File: src/rtl/video_out_compositor.sv
module video_out_compositor #(
  parameter int HW = 12,
  parameter int VW = 11
) (
  input  logic          clk,
  input  logic          rst_n,
  input  logic [HW-1:0] cfg_hactive,
  input  logic [HW-1:0] cfg_hblank,
  input  logic [VW-1:0] cfg_vtotal,
  input  logic [VW-1:0] cfg_f0_lines,
  input  logic [VW-1:0] cfg_vblank,
  input  logic          cfg_interlace,
  input  logic          cfg_upscale,
  input  logic          cfg_ovl_en,
  input  logic          cfg_key_mode,
  input  logic [7:0]    cfg_key_u,
  input  logic [7:0]    cfg_key_v,
  input  logic [7:0]    cfg_key_tol,
  output logic [HW-1:0] vid_yidx,
  output logic [HW-1:0] vid_cidx,
  input  logic [7:0]    vid_y,
  input  logic [7:0]    vid_u,
  input  logic [7:0]    vid_v,
  output logic [HW-1:0] ovl_idx,
  input  logic [31:0]   ovl_pix,
  output logic [7:0]    bt_out
);

  localparam logic [7:0] BLANK_C = 8'h80;
  localparam logic [7:0] BLANK_Y = 8'h10;

  logic [HW-1:0] hcnt;
  logic [VW-1:0] vcnt;

  wire [HW-1:0] sav_pos  = HW'(4) + cfg_hblank;
  wire [HW-1:0] act_pos  = sav_pos + HW'(4);
  wire [HW-1:0] line_end = act_pos + {cfg_hactive[HW-2:0], 1'b0} - HW'(1);
  wire          line_last = (hcnt == line_end);

  wire          fld   = cfg_interlace && (vcnt >= cfg_f0_lines);
  wire [VW-1:0] vfld  = fld ? vcnt - cfg_f0_lines : vcnt;
  wire          vbl   = vfld < cfg_vblank;

  wire          in_eav = hcnt < HW'(4);
  wire          in_sav = (hcnt >= sav_pos) && (hcnt < act_pos);
  wire          in_act = hcnt >= act_pos;
  wire [HW-1:0] sav_rel = hcnt - sav_pos;
  wire [1:0]    code_k  = in_eav ? hcnt[1:0] : sav_rel[1:0];
  wire          hbit    = in_eav;
  wire [7:0]    xy = {1'b1, fld, vbl, hbit, vbl ^ hbit, fld ^ hbit, fld ^ vbl, fld ^ vbl ^ hbit};

  wire [HW-1:0] aoff = hcnt - act_pos;
  wire [HW-3:0] pair = aoff[HW-1:2];
  wire [1:0]    sub  = aoff[1:0];
  wire [HW-2:0] px   = {pair, sub == 2'd3};

  assign ovl_idx  = {1'b0, px};
  assign vid_yidx = cfg_upscale ? {2'b0, px[HW-2:1]} : {1'b0, px};
  assign vid_cidx = cfg_upscale ? {3'b0, pair[HW-3:1]} : {2'b0, pair};

  wire [7:0] o_a = ovl_pix[31:24];
  wire [7:0] o_y = ovl_pix[23:16];
  wire [7:0] o_u = ovl_pix[15:8];
  wire [7:0] o_v = ovl_pix[7:0];

  wire [7:0] vcomp = (sub == 2'd0) ? vid_u : (sub == 2'd2) ? vid_v : vid_y;
  wire [7:0] ocomp = (sub == 2'd0) ? o_u   : (sub == 2'd2) ? o_v   : o_y;

  wire [15:0] mix = 16'(o_a) * 16'(ocomp) + 16'(8'd255 - o_a) * 16'(vcomp) + 16'd128;
  wire [7:0]  blended = mix[15:8];

  wire [7:0] du = (o_u >= cfg_key_u) ? o_u - cfg_key_u : cfg_key_u - o_u;
  wire [7:0] dv = (o_v >= cfg_key_v) ? o_v - cfg_key_v : cfg_key_v - o_v;
  wire       keyed = (du <= cfg_key_tol) && (dv <= cfg_key_tol);

  logic [7:0] merged, clipped, nxt;

  always_comb begin
    if (!cfg_ovl_en)       merged = vcomp;
    else if (cfg_key_mode) merged = keyed ? vcomp : ocomp;
    else                   merged = blended;
    if (merged == 8'h00)      clipped = 8'h01;
    else if (merged == 8'hFF) clipped = 8'hFE;
    else                      clipped = merged;
  end

  always_comb begin
    if (in_eav || in_sav) begin
      case (code_k)
        2'd0:    nxt = 8'hFF;
        2'd3:    nxt = xy;
        default: nxt = 8'h00;
      endcase
    end else if (in_act && !vbl) begin
      nxt = clipped;
    end else begin
      nxt = hcnt[0] ? BLANK_Y : BLANK_C;
    end
  end

  always_ff @(posedge clk) begin
    if (!rst_n) begin
      hcnt   <= '0;
      vcnt   <= '0;
      bt_out <= BLANK_Y;
    end else begin
      bt_out <= nxt;
      if (line_last) begin
        hcnt <= '0;
        vcnt <= (vcnt == cfg_vtotal - VW'(1)) ? '0 : vcnt + VW'(1);
      end else begin
        hcnt <= hcnt + HW'(1);
      end
    end
  end

endmodule

File: config.mk
export PLATFORM = sky130hd
export DESIGN_NAME = video_out_compositor
export DESIGN_NICKNAME = d
export VERILOG_FILES = /design/src/rtl/video_out_compositor.sv
export SDC_FILE = /design/constraint.sdc
export NUM_CORES = 1
export LEC_CHECK = 0
export BUFFER_PORTS_ARGS = -buffer_cell sky130_fd_sc_hd__buf_2
export CORE_ASPECT_RATIO = 1.2
export CORE_MARGIN = 2
export CORE_UTILIZATION = 60
export DETAILED_ROUTE_END_ITERATION = 10
export GPL_TIMING_DRIVEN = 0
export HOLD_SLACK_MARGIN = 0.06
export PLACE_DENSITY = 0.9
export SYNTH_ARGS = -nofsm -noshare
export SYNTH_HDL_FRONTEND = slang
export SYNTH_SLANG_ARGS = --single-unit
File: constraint.sdc
create_clock -name clk -period 9.98 [get_ports clk]
set_input_delay 0.998 -clock clk [delete_from_list [all_inputs] [get_ports clk]]
set_output_delay 0.998 -clock clk [all_outputs]
set_load 0.03 [all_outputs]
# Word level (Yosys, flattened, before mapping)
# Cells that the tools add are included.
# op_classes
add_sub_neg	17
mul	2
magnitude_cmp	10
n_eq_ne	6
muxes	20
bitwise	5
reduce_logical	10
# ops
cell	count
$mux 8	14
$mux 11	3
$sub 8x8->8	4
$ge 12x12->1	2
$add 16x16->16	1
$add 16x8->16 const B	1
$ge 8x8->1	2
$le 8x8->1	2
$mul 8x8->16	1
$mul 9x9->16	1
$pmux 8 s2	1
$add 12x1->12 const B	1
$add 12x12->12	1
$add 12x3->12 const B	1
$add 3x12->12 const A	1
$eq 12x12->1	1
$lt 12x12->1	1
$lt 12x3->1 const B	1
$sub 12x1->12 const B	1
$sub 12x12->12	1
$add 11x1->11 const B	1
$eq 11x11->1	1
$ge 11x11->1	1
$lt 11x11->1	1
other kinds (16)	25
# word_totals
regBits	31
inputBits	143
output_inout_bits	44
elab_cells	73

# Depth between registers and ports, before layout
# Gate-level depths: netlist of run 1.
# logic_depth
ltp_word	16
depth_mapped	32
depth_no_buf	30

# Worst setup path after synthesis of run 1
# Ideal clock, no wire load.
# synth_timing
path_type	in2reg
from	input port cfg_hblank[0]
to	register bt_out[0]
setup_time_ns	0.116
arrival_time_ns	8.181
slack_ns	1.683
stages	28
path_cell_list	ha_1 > inv_1 > fa_1 > buf_2 > buf_2 > mux2i_1 > nand2_1 > o21ai_1 > nor2_1 > fa_1 > fa_1 > inv_1 > fa_1 > inv_1 > fa_1 > fa_1 > fa_1 > ha_1 > nand3_1 > o211ai_1 > o41ai_1 > o21ai_1 > xor2_1 > o22ai_1 > or4_1 > o41ai_1 > o21ai_0 > a41o_1
# synth_via
elab_chain_len	16
elab_cells_between_ends	33
classes_between	add/sub (6); mul (2); order compare (3); eq/ne (3); mux (13); reduce/logical (6)
# synth_lines
element	line	text
from (decl)	8	input logic [HW-1:0] cfg_hblank,
$add 3x12->12 (*)	35	wire [HW-1:0] sav_pos = HW'(4) + cfg_hblank;
$add 12x3->12	36	wire [HW-1:0] act_pos = sav_pos + HW'(4);
$sub 12x12->12	52	wire [HW-1:0] aoff = hcnt - act_pos;
$eq 2x2->1	66, 67	
$mux 8 (on tied branches) (2 in series)	66, 67	
$mul 9x9->16 or $mul 8x8->16 (tied branches)	69	wire [15:0] mix = 16'(o_a) * 16'(ocomp) + 16'(8'd255 - o_a) * 16'(vcomp) + 16'd128;
$add 16x16->16	69	
$add 16x8->16	69	
$mux 8	80	else if (cfg_key_mode) merged = keyed ? vcomp : ocomp;
$mux 8	79	if (!cfg_ovl_en) merged = vcomp;
$eq 8x8->1	83	else if (merged == 8'hFF) clipped = 8'hFE;
$mux 8	83	
$mux 8	82	if (merged == 8'h00) clipped = 8'h01;
$mux 8	94	end else if (in_act && !vbl) begin
$mux 8 (*)	88	if (in_eav || in_sav) begin
to (signal assigned)	107	bt_out <= nxt;
to (decl)	26	output logic [7:0] bt_out
# Mark *: on every way between the ends. The rest lies on a longest branch, timed or not.
# A chain may end at the register's enable or synchronous reset.

# Final worst setup path of run 1
# Same ends and word-level chain as after synthesis.

==> impl_metrics.env, run 1 <==
export IMPL_cts_root_buf="clkbuf_16"
export IMPL_cap_viol_max_count=0
export IMPL_multi_input_area_sq_um=9330
export IMPL_core_area_sq_um=18100
export IMPL_synth_cell_types=83
export IMPL_synth_top_cell_area_share_pct=20.9
export IMPL_clockBufferDepth=2
export IMPL_use_met3_pct=3.83
export IMPL_ant_nets=0
export IMPL_finalNonFillerCells=1788
export IMPL_ctsHoldBuffers=0
export IMPL_power_leakage_nw=6.53
export IMPL_power_density_nw_per_um2=339
export IMPL_peakVddDrop_mv=0.644
export IMPL_rsz0062_at_grt="no"
export IMPL_port_buffers=181
export IMPL_cts_setup_buffers=0
export IMPL_setup_violations_final=0
export IMPL_nFillCells=1465
export IMPL_dp_hpwl_um=24600
export IMPL_cp_top_family="adder cells"
export IMPL_htree_num_levels=2
export IMPL_grt_ovfl_total=0
export IMPL_layout_commonest_cell="inv_1"
export IMPL_cp_common_cell="fa_1"
export IMPL_top_usage_layer="met2"
export IMPL_layout_common_cells="232 x inv_1, 188 x buf_2, 184 x ha_1, 116 x nor2_1, 102 x fa_1"
export IMPL_synth_top_area_cell="ha_1"
export IMPL_timing_final_crit_share_pct=95.4
export IMPL_skew_ps=4.41
export IMPL_post_route_worst_setup_slack_ps=458
export IMPL_die_area_sq_um=19500
export IMPL_syn_area_per_cell_sq_um=8.05
export IMPL_worstPathArrival_ps=9690
export IMPL_antenna_found_initial=0
export IMPL_drive_above_1_share_pct=17.3
export IMPL_dp_cells=1780
export IMPL_num_rows=54
export IMPL_criticalPathCategory="input pin to flip-flop"
export IMPL_cp_max_fo=10
export IMPL_regArea_sq_um=621
export IMPL_insertion_delay_ps=280
export IMPL_grt_pass1_wl_um=47800
export IMPL_use_met2_pct=55.2
export IMPL_cpMaxStageDelayCell="fa_1"
export IMPL_end_kind="flip-flop"
export IMPL_synth_cells=1372
export IMPL_drc=0
export IMPL_die_w_um=128
export IMPL_crit_buf_inv=6
export IMPL_synth_top_flop_cell="dfxtp_1"
export IMPL_wl_um=29000
export IMPL_synth_seq_area_share_pct=5.62
export IMPL_synth_area_leaders="ha_1 21%, fa_1 18%, inv_1 7.9%, xnor2_1 5.7%, dfxtp_1 5.6%"
export IMPL_die_y_um=153
export IMPL_clock_sinks=31
export IMPL_areaGrowthSynthToFinish_pct=12.1
export IMPL_tightest_slew_ps=1290
export IMPL_synthesis_area_sq_um=11000
export IMPL_start_kind="input pin"
export IMPL_synth_edf_count=0
export IMPL_grt_usage_pct=29.9
export IMPL_cts_tree="built"
export IMPL_setup_tns_ps=0
export IMPL_first_global_vias=10600
export IMPL_slew_violations=0
export IMPL_clock_fmax_ghz=0.105
export IMPL_pre_cts_ws_ps=184
export IMPL_grtUsageMet1_pct=34.2
export IMPL_start_util_pct=61.0
export IMPL_grt_max_degree=11
export IMPL_insertedDiodeCount=0
export IMPL_nNetsFinal=1992
export IMPL_period_needed_ps=9520
export IMPL_cts_resized=0
export IMPL_ios=187
export IMPL_slowest_delay_ps=550
export IMPL_cts_buffers=5
export IMPL_drt_pass1_iterations=5
export IMPL_routed_via_density=5.76
export IMPL_finalHoldViolCount=0
export IMPL_wl_per_cell_um=16.2
export IMPL_worstHoldPathType="flip-flop to flip-flop"
export IMPL_yosys_register_bits=31
export IMPL_async_reset_ff_share_pct=0
export IMPL_slew_headroom_pct=13.6
export IMPL_routabilityCongestion=0.937
export IMPL_drtIter0Drc=559
export IMPL_outcome="complete, no violations"
export IMPL_clk_pin_slew_worst_paths_ps=50
export IMPL_num_vias=10300
export IMPL_cp_required_ps=10140
export IMPL_yosys_warnings=0
## flip-flops by register name (all words and copies together) (netlist names)
name    cells
hcnt       12
vcnt       11
bt_out      8
## power breakdown
group | switching (mW) | leakage, nW | internal [mW] | total, mW
logic | 2.21 | 6.20 | 1.70 | 3.91
registers | 0.00434 | 0.252 | 0.130 | 0.135
clock network | 0.0570 | 0.0733 | 0.0909 | 0.148
total | 2.27 | 6.53 | 1.93 | 4.20
## worst paths after layout
path	slack [ps]	depth (start not counted)	from	end
worst max-delay path	460	29	cfg_hblank[0]	bt_out[0]$_SDFF_PN0_
worst min-delay path	540	1	hcnt[0]$_SDFF_PP0_	hcnt[0]$_SDFF_PP0_
worst max register to register	750	29	hcnt[0]$_SDFF_PP0_	bt_out[0]$_SDFF_PN0_
worst min register to register	540	1	hcnt[0]$_SDFF_PP0_	hcnt[0]$_SDFF_PP0_
## kinds of logic (layout without fill, tap and decap cells)
kind of cell	Yosys count	after routing	share of synthesized area, %
DFF	31	31	5.62
xor gates and xnor gates	114	114	9.37
and+or+nand+nor	392	392	18.2
muxes	39	39	3.74
AOI/OAI and AO/OA	234	234	13.7
buffers and inverters	275	464	9.97
other	1	4	0.0340
adders and majority gates	286	286	39.3
## synth_stat cells (17+ instances only)
master / number
inv_1: 232
nand4_1: 18
ha_1: 184
mux2_2: 17
xnor2_1: 72
xor2_1: 38
dfxtp_1: 31
mux2i_1: 21
or2_2: 23
o21ai_0: 35
a21o_1: 23
nor2b_1: 25
fa_1: 102
clkbuf_1: 17
nor2_1: 116
a21oi_1: 76
nand3_1: 22
nand2_1: 73
and2_1: 39
## stage by stage
step	total power, mW	hold WS [ps]	util, %	instance area [sq um]
after floorplan	3.20	448	-	11100
after global placement	3.86	476	67.6	12200
after detailed placement	3.98	516	67.6	12200
after CTS	4.15	525	68.4	12400
after global routing	4.67	567	68.4	12400
final	4.20	538	68.4	12400
## metal layers
metal  vias to the layer above  share of wire (%)
li1                       4919                  -
met1                      4945                 38
met2                       352                 51
met3                        82                6.2
met4                         0                4.2
met5                         -                  0
## final cells by class
cell class	count	area share, %
multi-input cells	1069	75.4
repair buffers	181	7.32
inverters	233	7.06
flip-flops and latches	31	5.01
well taps	224	2.26
plain buffers	42	1.83
clock buffers	5	1.01
clock inverters	3	0.121
Note: power is estimated with default switching activity, not from simulation.
==> run 2: changes to the inputs <==
Settings changed: CORE_MARGIN 2 to 3, CORE_UTILIZATION 60 to 40, PLACE_DENSITY 0.9 to 0.66.
==> run 2 against run 1 <==
  * Register-to-register slack improved by 110 ps
  * Combinational power about the same
  * Fmax increased by 1.4%
  * Sequential power about the same
  * Cell area increased by 1.4%
  * Clock power increased by 7%
  * First-iteration DRC count decreased by 16%
  * Largest power group unchanged
==> impl_metrics.env, run 2 (synthesis gave the netlist of run 1 again) <==
export IMPL_power_frac_clock_pct=3.7
export IMPL_htree_num_levels=2
export IMPL_tightest_slew_ps=1260
export IMPL_wl_um=30600
export IMPL_grt_ovfl_total=0
export IMPL_use_met2_pct=37.2
export IMPL_clock_fmax_ghz=0.106
export IMPL_crit_cells=28
export IMPL_worstPathArrival_ps=9560
export IMPL_power_density_nw_per_um2=336
export IMPL_reg_top3="hcnt x12, vcnt x11, bt_out x8"
export IMPL_cp_max_fo=10
export IMPL_use_met3_pct=2.38
export IMPL_grtUsageMet1_pct=25.9
export IMPL_cap_viol_max_count=0
export IMPL_core_area_sq_um=27200
export IMPL_layout_common_cells="232 x inv_1, 188 x buf_2, 184 x ha_1, 116 x nor2_1, 102 x fa_1"
export IMPL_slew_headroom_pct=15.4
export IMPL_reg2regPathDepth=25
export IMPL_power_leakage_nw=6.53
export IMPL_cts_root_buf="clkbuf_16"
export IMPL_grt_usage_pct=20.6
export IMPL_period_needed_ps=9390
export IMPL_cts_buffers=5
export IMPL_combinationalPowerShare_pct=93.1
export IMPL_drt_pass1_iterations=5
export IMPL_routed_via_density=5.24
export IMPL_start_util_pct=40.6
export IMPL_regMostFlops="hcnt"
export IMPL_cp_top_family="adder cells"
export IMPL_cp_common_cell="fa_1"
export IMPL_nFillCells=2701
export IMPL_p_int_mw=1.94
export IMPL_insertion_delay_ps=270
export IMPL_num_vias=9971
export IMPL_ant_nets=0
export IMPL_crit_buf_inv=5
export IMPL_setup_tns_ps=0
export IMPL_peakVddDrop_mv=0.528
export IMPL_cpMaxStageDelayCell="o41ai_1"
export IMPL_largest_reg_flops=12
export IMPL_clk_pin_slew_worst_paths_ps=50
export IMPL_outcome="complete, no violations"
export IMPL_die_w_um=158
export IMPL_routabilityCongestion=0.903
export IMPL_top_usage_layer="met2"
export IMPL_slowest_delay_ps=550
export IMPL_p_sw_share_pct=54.0
export IMPL_rsz0062_at_grt="no"
export IMPL_grt_pass1_wl_um=49500
export IMPL_worstHoldPathType="flip-flop to flip-flop"
export IMPL_whs_ps=511
export IMPL_clock_sinks=31
export IMPL_hold_depth=1
export IMPL_drtIter0Drc=468
export IMPL_port_buffers=181
export IMPL_setup_violations_final=0
export IMPL_seqPwrFrac_pct=3.2
export IMPL_num_rows=66
export IMPL_cts_tree="built"
export IMPL_dp_hpwl_um=26300
export IMPL_slew_violations=0
export IMPL_layout_commonest_cell="inv_1"
export IMPL_nNetsFinal=1992
export IMPL_areaGrowthSynthToFinish_pct=13.7
export IMPL_end_kind="flip-flop"
export IMPL_switching_power_mw=2.28
export IMPL_finalHoldViolCount=0
export IMPL_criticalPathCategory="input pin to flip-flop"
export IMPL_insertedDiodeCount=0
export IMPL_antenna_found_initial=3
export IMPL_die_y_um=188
export IMPL_clockBufferDepth=2
export IMPL_total_power_mw=4.22
export IMPL_die_area_sq_um=29600
export IMPL_wl_per_cell_um=16.0
export IMPL_grt_max_degree=11
export IMPL_ios=187
export IMPL_drive_above_1_share_pct=17.3
export IMPL_timing_final_crit_share_pct=94.1
export IMPL_cp_required_ps=10150
export IMPL_start_kind="input pin"
export IMPL_drc=0
export IMPL_first_global_vias=10000
export IMPL_skew_ps=2.75
==> run 2: through the flow <==
stage / setup slack [ps] / util, % / cells / instance area, sq um
final: 587 / 46.2 / 1904 / 12600
after global routing: 152 / 46.2 / 1904 / 12600
after CTS: 313 / 46.2 / 1904 / 12500
after detailed placement: 50.7 / 45.6 / 1896 / 12400
after global placement: 147 / 45.6 / 1896 / 12400
after floorplan: 1680 / - / 1375 / 11100
==> run 2: layout make-up <==
cell class	instances	area [sq um]	area share, %
Buffer	42	226	1.80
Clock buffer	8	156	1.25
Inverter	233	875	6.97
Multi-Input combinational cell	1069	9340	74.4
Sequential cell	31	621	4.94
Tap cell	340	425	3.39
Timing Repair Buffer	181	906	7.22
==> run 2: path summary, 6_finish.rpt <==
| path | endpoint | from | slack, ps |
|---|---|---|---|
| worst max-delay path | bt_out[0]$_SDFF_PN0_ | cfg_hblank[0] | 590 |
| worst max register to register | bt_out[0]$_SDFF_PN0_ | hcnt[0]$_SDFF_PP0_ | 860 |
| worst min register to register | hcnt[0]$_SDFF_PP0_ | hcnt[0]$_SDFF_PP0_ | 510 |
| worst min-delay path | hcnt[0]$_SDFF_PP0_ | hcnt[0]$_SDFF_PP0_ | 510 |
==> run 2: power by group through the flow <==
stage               Clock, mW  Combinational, mW  Sequential (mW)
global route            0.167               4.46            0.136
global placement            0               3.83            0.138
finish                  0.158               3.93            0.135
floorplan                   0               3.06            0.147
CTS                     0.162               3.94            0.135
detailed placement          0               3.91            0.138
==> run 2: repair_timing <==
item,in CTS,in global routing
setup endpoints to repair,0,1
setup buffers,0,0
hold buffers,0,0
gates resized for setup,0,3
==> run 2: layer usage <==
layer / vias to the layer above / share of wire (%)
met5: - / 0.023
met4: 2 / 2.6
met3: 48 / 4.9
met2: 255 / 50
met1: 4738 / 42
li1: 4928 / -
